**src/rtl/xint_pkg.sv**
```systemverilog
package xint_pkg;

    typedef enum logic [1:0] {
        LN_OFF    = 2'd0,
        LN_STEADY = 2'd1,
        LN_SETTLE = 2'd2
    } lane_state_e;

    localparam int OFS_DATA  = 'h00;
    localparam int OFS_DMASK = 'h04;
    localparam int OFS_POL   = 'h14;
    localparam int OFS_IE    = 'h18;
    localparam int OFS_RAW   = 'h1C;
    localparam int OFS_MIS   = 'h20;
    localparam int OFS_CLR   = 'h24;
    localparam int OFS_TRIG  = 'h28;
    localparam int OFS_CTRL  = 'h40;

endpackage

```
**src/rtl/xint_sync2.sv**
```systemverilog
module xint_sync2 #(
    parameter int W = 1
) (
    input  logic         clk,
    input  logic         rst_n,
    input  logic [W-1:0] d,
    output logic [W-1:0] q
);
    logic [W-1:0] meta_q;

    always_ff @(posedge clk or negedge rst_n) begin
        if (!rst_n) begin
            meta_q <= '0;
            q      <= '0;
        end else begin
            meta_q <= d;
            q      <= meta_q;
        end
    end
endmodule

```
**src/rtl/xint_lane.sv**
```systemverilog
module xint_lane
    import xint_pkg::*;
#(
    parameter int DBW = 12
) (
    input  logic           clk,
    input  logic           rst_n,
    input  logic           pin_async,
    input  logic           ms_tick,
    input  logic           arm,
    input  logic [DBW-1:0] limit,
    input  logic           polarity,
    input  logic           clr,
    output logic           level,
    output logic           raw
);
    logic           pin_s;
    lane_state_e    st_q, st_d;
    logic [DBW-1:0] cnt_q;
    logic           differ;
    logic           no_filter;
    logic           tick_done;
    logic           hit;

    xint_sync2 #(.W(1)) u_sync (
        .clk   (clk),
        .rst_n (rst_n),
        .d     (pin_async),
        .q     (pin_s)
    );

    assign differ    = (pin_s != level);
    assign no_filter = (limit == '0);
    assign tick_done = no_filter || (ms_tick && (cnt_q >= DBW'(limit - 1'b1)));
    assign hit       = (st_q != LN_OFF) && (level == polarity);

    // next-state logic
    always_comb begin
        st_d = st_q;
        unique case (st_q)
            LN_OFF: begin
                if (arm) st_d = LN_STEADY;
            end
            LN_STEADY: begin
                if (arm)                          st_d = LN_STEADY;
                else if (differ && !no_filter)    st_d = LN_SETTLE;
            end
            LN_SETTLE: begin
                if (arm || !differ || tick_done)  st_d = LN_STEADY;
            end
            default: st_d = LN_OFF;
        endcase
    end

    // state register
    always_ff @(posedge clk or negedge rst_n) begin
        if (!rst_n) st_q <= LN_OFF;
        else        st_q <= st_d;
    end

    // outputs: filtered level, tick counter, raw status
    always_ff @(posedge clk or negedge rst_n) begin
        if (!rst_n) begin
            level <= 1'b0;
            cnt_q <= '0;
            raw   <= 1'b0;
        end else begin
            if (arm) begin
                level <= pin_s;
                cnt_q <= '0;
            end else if (st_q == LN_STEADY) begin
                cnt_q <= '0;
                if (differ && no_filter) level <= pin_s;
            end else if (st_q == LN_SETTLE) begin
                if (!differ) begin
                    cnt_q <= '0;
                end else if (tick_done) begin
                    level <= pin_s;
                    cnt_q <= '0;
                end else if (ms_tick) begin
                    cnt_q <= cnt_q + 1'b1;
                end
            end
            raw <= clr ? 1'b0 : (raw | hit);
        end
    end


    off_quiet_chk: assert property (@(posedge clk) disable iff (!rst_n)
        (st_q == LN_OFF && !arm) |=> (!raw && $stable(level)));


    settle_hold_chk: assert property (@(posedge clk) disable iff (!rst_n)
        (st_q == LN_SETTLE && !ms_tick && !arm && !no_filter) |=> $stable(level));


    clr_wins_chk: assert property (@(posedge clk) disable iff (!rst_n)
        clr |=> !raw);
endmodule

```
**src/rtl/xint_debounce_ctrl.sv**
```systemverilog
module xint_debounce_ctrl
    import xint_pkg::*;
#(
    parameter int NUM_CH = 16,
    parameter int DBW    = 12,
    parameter int AW     = 8,
    parameter int DW     = 32
) (
    input  logic              clk,
    input  logic              rst_n,
    input  logic              reg_we,
    input  logic [AW-1:0]     reg_addr,
    input  logic [DW-1:0]     reg_wdata,
    output logic [DW-1:0]     reg_rdata,
    input  logic [NUM_CH-1:0] pin_in,
    input  logic              ms_tick,
    output logic              irq_out
);
    logic [NUM_CH-1:0] dmask_q, pol_q, ie_q;
    logic [NUM_CH-1:0] level, raw, mis;
    logic [NUM_CH-1:0] clr_pulse, arm_pulse;
    logic [DW-1:0]     ctrl_q [NUM_CH];

    logic sel_dmask, sel_pol, sel_ie, sel_clr, sel_trig;

    assign sel_dmask = (reg_addr == AW'(OFS_DMASK));
    assign sel_pol   = (reg_addr == AW'(OFS_POL));
    assign sel_ie    = (reg_addr == AW'(OFS_IE));
    assign sel_clr   = (reg_addr == AW'(OFS_CLR));
    assign sel_trig  = (reg_addr == AW'(OFS_TRIG));

    assign clr_pulse = (reg_we && sel_clr)  ? reg_wdata[NUM_CH-1:0] : '0;
    assign arm_pulse = (reg_we && sel_trig) ? reg_wdata[NUM_CH-1:0] : '0;

    always_ff @(posedge clk or negedge rst_n) begin
        if (!rst_n) begin
            dmask_q <= '0;
            pol_q   <= '0;
            ie_q    <= '0;
        end else if (reg_we) begin
            if (sel_dmask) dmask_q <= reg_wdata[NUM_CH-1:0];
            if (sel_pol)   pol_q   <= reg_wdata[NUM_CH-1:0];
            if (sel_ie)    ie_q    <= reg_wdata[NUM_CH-1:0];
        end
    end

    for (genvar g = 0; g < NUM_CH; g++) begin : g_ch
        always_ff @(posedge clk or negedge rst_n) begin
            if (!rst_n)
                ctrl_q[g] <= '0;
            else if (reg_we && reg_addr == AW'(OFS_CTRL + 4*g))
                ctrl_q[g] <= reg_wdata;
        end

        xint_lane #(.DBW(DBW)) u_lane (
            .clk       (clk),
            .rst_n     (rst_n),
            .pin_async (pin_in[g]),
            .ms_tick   (ms_tick),
            .arm       (arm_pulse[g]),
            .limit     (ctrl_q[g][DBW-1:0]),
            .polarity  (pol_q[g]),
            .clr       (clr_pulse[g]),
            .level     (level[g]),
            .raw       (raw[g])
        );
    end

    assign mis     = raw & ie_q;
    assign irq_out = |mis;

    always_comb begin
        reg_rdata = '0;
        if (reg_addr == AW'(OFS_DATA))  reg_rdata = DW'(level & dmask_q);
        if (sel_dmask)                  reg_rdata = DW'(dmask_q);
        if (sel_pol)                    reg_rdata = DW'(pol_q);
        if (sel_ie)                     reg_rdata = DW'(ie_q);
        if (reg_addr == AW'(OFS_RAW))   reg_rdata = DW'(raw);
        if (reg_addr == AW'(OFS_MIS))   reg_rdata = DW'(mis);
        for (int i = 0; i < NUM_CH; i++) begin
            if (reg_addr == AW'(OFS_CTRL + 4*i)) reg_rdata = ctrl_q[i];
        end
    end


    irq_gate_chk: assert property (@(posedge clk) disable iff (!rst_n)
        (ie_q == '0) |-> !irq_out);


    data_ro_chk: assert property (@(posedge clk) disable iff (!rst_n)
        (reg_we && reg_addr == AW'(OFS_DATA)) |=>
            ($stable(dmask_q) && $stable(pol_q) && $stable(ie_q)));


    trig_reads_zero_chk: assert property (@(posedge clk) disable iff (!rst_n)
        sel_trig |-> (reg_rdata == '0));
endmodule

```
**config.mk**
```make
export PLATFORM = sky130hd
export DESIGN_NAME = xint_debounce_ctrl
export DESIGN_NICKNAME = d
export VERILOG_FILES = /design/src/rtl/xint_pkg.sv /design/src/rtl/xint_sync2.sv /design/src/rtl/xint_lane.sv /design/src/rtl/xint_debounce_ctrl.sv
export SDC_FILE = /design/constraint.sdc
export NUM_CORES = 2
export LEC_CHECK = 0
export CORE_ASPECT_RATIO = 2
export CORE_MARGIN = 3
export CORE_UTILIZATION = 63
export DETAILED_ROUTE_END_ITERATION = 10
export HOLD_SLACK_MARGIN = 0.08
export PLACE_DENSITY_LB_ADDON = 0.12
export SYNTH_ARGS = -nofsm -noshare
export SYNTH_HDL_FRONTEND = slang
export SYNTH_SLANG_ARGS = --single-unit
```
**constraint.sdc**
```tcl
create_clock -name clk -period 4.5 [get_ports clk]
set_input_delay 0.45 -clock clk [delete_from_list [all_inputs] [get_ports clk]]
set_output_delay 0.45 -clock clk [all_outputs]
set_load 0.05 [all_outputs]
```
==> metrics.csv <==
stage,metric,value,unit
layout,most frequent cells in the layout,"dfrtp_1 (848), mux2_2 (420), nor2_1 (341)",
critical_path,FF-to-FF Start,ctrl_q[36]$_DFFE_PN0P_,
synth,Cells after Synth,4647,
critical_path,CP Capture Type,primary output,
floorplan,Die X,201,um
layout,"Design Area, Final",0.0541,mm^2
critical_path,R2R Path End,g_ch[14].u_lane.cnt_q[11]$_DFFE_PN0P_,
synth,Area contributors post-synth,"dfrtp_1 (44%), mux2_2 (9.8%), ha_1 (5.8%), mux2_1 (3.3%), xnor2_1 (2.7%)",
sta,setup slack after layout,0.102,ns
routing,Post-DRT Antenna Nets,0,
layout,nets,5027,
placed_design,routability cong.,1.03,
sta,crit share post-route,97.7,%
sta,endpoints failing setup,0,
flow_run,total of max-cap violations,0,
routing,1st-pass router iterations,8,
sta,Setup TNS,0,ns
synth,Yosys cell types,102,
synth,syn avg cell area,10.4,um^2
cts,CTS root buffer,clkbuf_16,
pwr,Leakage,26.1,nW
routing,wire length per cell,27.7,um
synth,"Top FF cell, synth",dfrtp_1,
layout,area added between synthesis and finish,12.3,%
synth,fraction of registers with async set/reset,100,%
critical_path,Critical Path Source,reg_addr[4],
cts,"Reg clk slew, reported paths",0.07,ns
sta,Slew headroom,23.2,%
cts,CTS tree,built,
sta,Tmin final,4.40,ns
routing,DRC Markers,0,
routing,routed vias,39700,
critical_path,crit path DAT,3.95,ns
cts,clock buffer depth,3,
global_routing,largest net degree at the start of global routing,98,
floorplan,I/O pin count,93,
critical_path,WP data required,4.05,ns
cts,"Clk Latency, worst-skew pair",0.70,ns
synth,Mapped Nets,4931,
synth,"EDFF count, synth",0,
synth,Synth top area share,44.1,%
sta,unrepaired setup endpoints after global routing,false,
hold_path,worst hold path depth,1,
run_status,status,completed,
critical_path,crit start category,input pin,
synth,Yosys top cell by area,dfrtp_1,
placed_design,port bufs,92,
synth,post-synthesis sequential area ratio,44.1,%
routing,vias per std cell,6.82,
floorplan,area of the core,0.0753,mm^2
cts,Num Clock Sinks,848,
layout,"most common cell after layout, fill and taps aside",dfrtp_1,
floorplan,Die Height,397,um
global_routing,antenna violations before repair,3,
hold_path,Hold Path Origin,pin_in[7],
cts,htree depth,3,
placed_design,placed cell areas,0.0512,mm^2
global_routing,global-route wire length before repair,244000,um
sta,max-slew violations,0,
layout,utilization after layout,71.8,%
synth,Ys Warns,0,
hold_path,WHS Endpoint,g_ch[7].u_lane.u_sync.meta_q$_DFF_PN0_,
critical_path,kind of critical path,input pin to primary output,
sta,"Hold Vio Cnt, Final",0,
cts,CTS buffer count,79,
critical_path,largest fanout on the critical path,31,
pwr,VDD IR max,0.355,mV
floorplan,Initial Utilization,63.9,%
sta,actual slew at the worst max-slew pin,1.15,ns
layout,share of layout cells above drive strength 1,17.4,%
synth,#FFs+latches synth,848,
floorplan,die area,0.0800,mm^2
global_routing,GRT Util Overall,40.2,%
routing,1st-iter DRT viols,3176,
floorplan,FP Rows,142,
cts,post-CTS sizing,0,
layout,Fillers,5692,
sta,final hold slack,0.197,ns
hold_path,HP Class,input pin to flip-flop,
critical_path,"reg-to-reg slack, setup",0.53,ns
sta,Setup Skew,0.0267,ns
global_routing,number of global-route vias before repair,40900,
placed_design,Place WS,0.465,ns
sta,FMAX,227,MHz
global_routing,Congestion Overflow GR,0,
critical_path,R2R cell count,11,
routing,WL final,161000,um
placed_design,DP HPWL,114000,um
synth,Mapped Area,0.0482,mm^2
pwr,cell area power density,375,mW/mm^2
[final cells by class]
| cell class | instances | area, um^2 | share of cell area [%] |
|---|---|---|---|
| clock inverters | 37 | 588 | 1.09 |
| inverters | 93 | 349 | 0.646 |
| repair buffers | 259 | 2680 | 4.96 |
| multi-input cells | 3462 | 25700 | 47.6 |
| well taps | 1008 | 1260 | 2.33 |
| clock buffers | 106 | 2250 | 4.16 |
| flip-flops and latches | 848 | 21200 | 39.3 |
| diodes | 1 | 2.50 | 0.00463 |
[power breakdown]
group | internal (W) | switching (W)
sequential | 0.00809 | 0.000648
combinational | 0.00164 | 0.00242
clock | 0.00429 | 0.00318
[Yosys cell counts, drive strengths merged (15+ instances only)]
| master | number |
|---|---|
| a211oi | 26 |
| a21o | 54 |
| a21oi | 232 |
| a221o | 16 |
| a221oi | 26 |
| a22o | 64 |
| a22oi | 73 |
| a31oi | 29 |
| a32oi | 20 |
| and3 | 68 |
| buf | 73 |
| clkbuf | 171 |
| dfrtp | 848 |
| ha | 224 |
| inv | 93 |
| mux2 | 563 |
| mux2i | 37 |
| nand2 | 332 |
| nand2b | 49 |
| nand3 | 147 |
| nand4 | 39 |
| nor2 | 345 |
| nor2b | 79 |
| nor3 | 81 |
| nor3b | 15 |
| nor4 | 41 |
| o211ai | 23 |
| o21ai | 257 |
| o22ai | 56 |
| o311ai | 21 |
| o31ai | 19 |
| or2 | 18 |
| or3 | 26 |
| or4 | 18 |
| xnor2 | 148 |
| xor2 | 106 |
[how the worst max path moves through the flow]
stage	endpoint	slack, ns	cells after the start
floorplan	reg_rdata[1]	0.93	10
global placement	reg_rdata[26]	0.41	10
detailed placement	reg_rdata[26]	0.46	10
CTS	reg_rdata[26]	0.47	10
global route	reg_rdata[26]	0.005	10
finish	reg_rdata[26]	0.10	10
[worst max-delay path: stages]
cell             delay (ns)
clkdlybuf4s50_1        0.63
buf_4                  0.28
nor4bb_4               0.08
buf_12                 0.20
a22oi_1                0.61
o32ai_1                0.38
a2111oi_0              0.54
a22oi_1                0.22
a221o_1                0.35
buf_12                 0.16
[stage by stage]
stage	total power, W	std cells
floorplan	0.0114	4647
detailed placement	0.0128	5669
CTS	0.0203	5813
global route	0.0211	5813
global placement	0.0127	5669
finish	0.0203	5814
[flip-flops by register name, indices dropped and copies added (netlist names)]
name                       cells
g_ch.u_lane.level             16
g_ch.u_lane.raw               16
g_ch.u_lane.u_sync.meta_q     16
g_ch.u_lane.cnt_q            192
dmask_q                       16
g_ch.u_lane.st_q              32
g_ch.u_lane.u_sync.q          16
ie_q                          16
pol_q                         16
ctrl_q                       512
[routing by layer]
metal / global-route usage, % / vias to the layer above / wire length [um]
met5: 0 / - / 31
li1: - / 17300 / -
met3: 9.04 / 768 / 12700
met1: 43.4 / 19700 / 54000
met2: 67.7 / 1859 / 78100
met4: 32.6 / 4 / 16000
[kinds of logic after synthesis]
kind of cell,share of synthesized area (%)
buf+inv,2.79
xor+xnor,4.62
compound gates,14.4
fa+ha+maj,5.82
mux,14.5
flops,44.1
simple gates,13.7
[repair_timing]
item                      4_1_cts  5_1_grt
buffers inserted                0        0
hold buffers                    1        0
hold endpoints to repair       75        0
(Power assumes the default switching activity.)
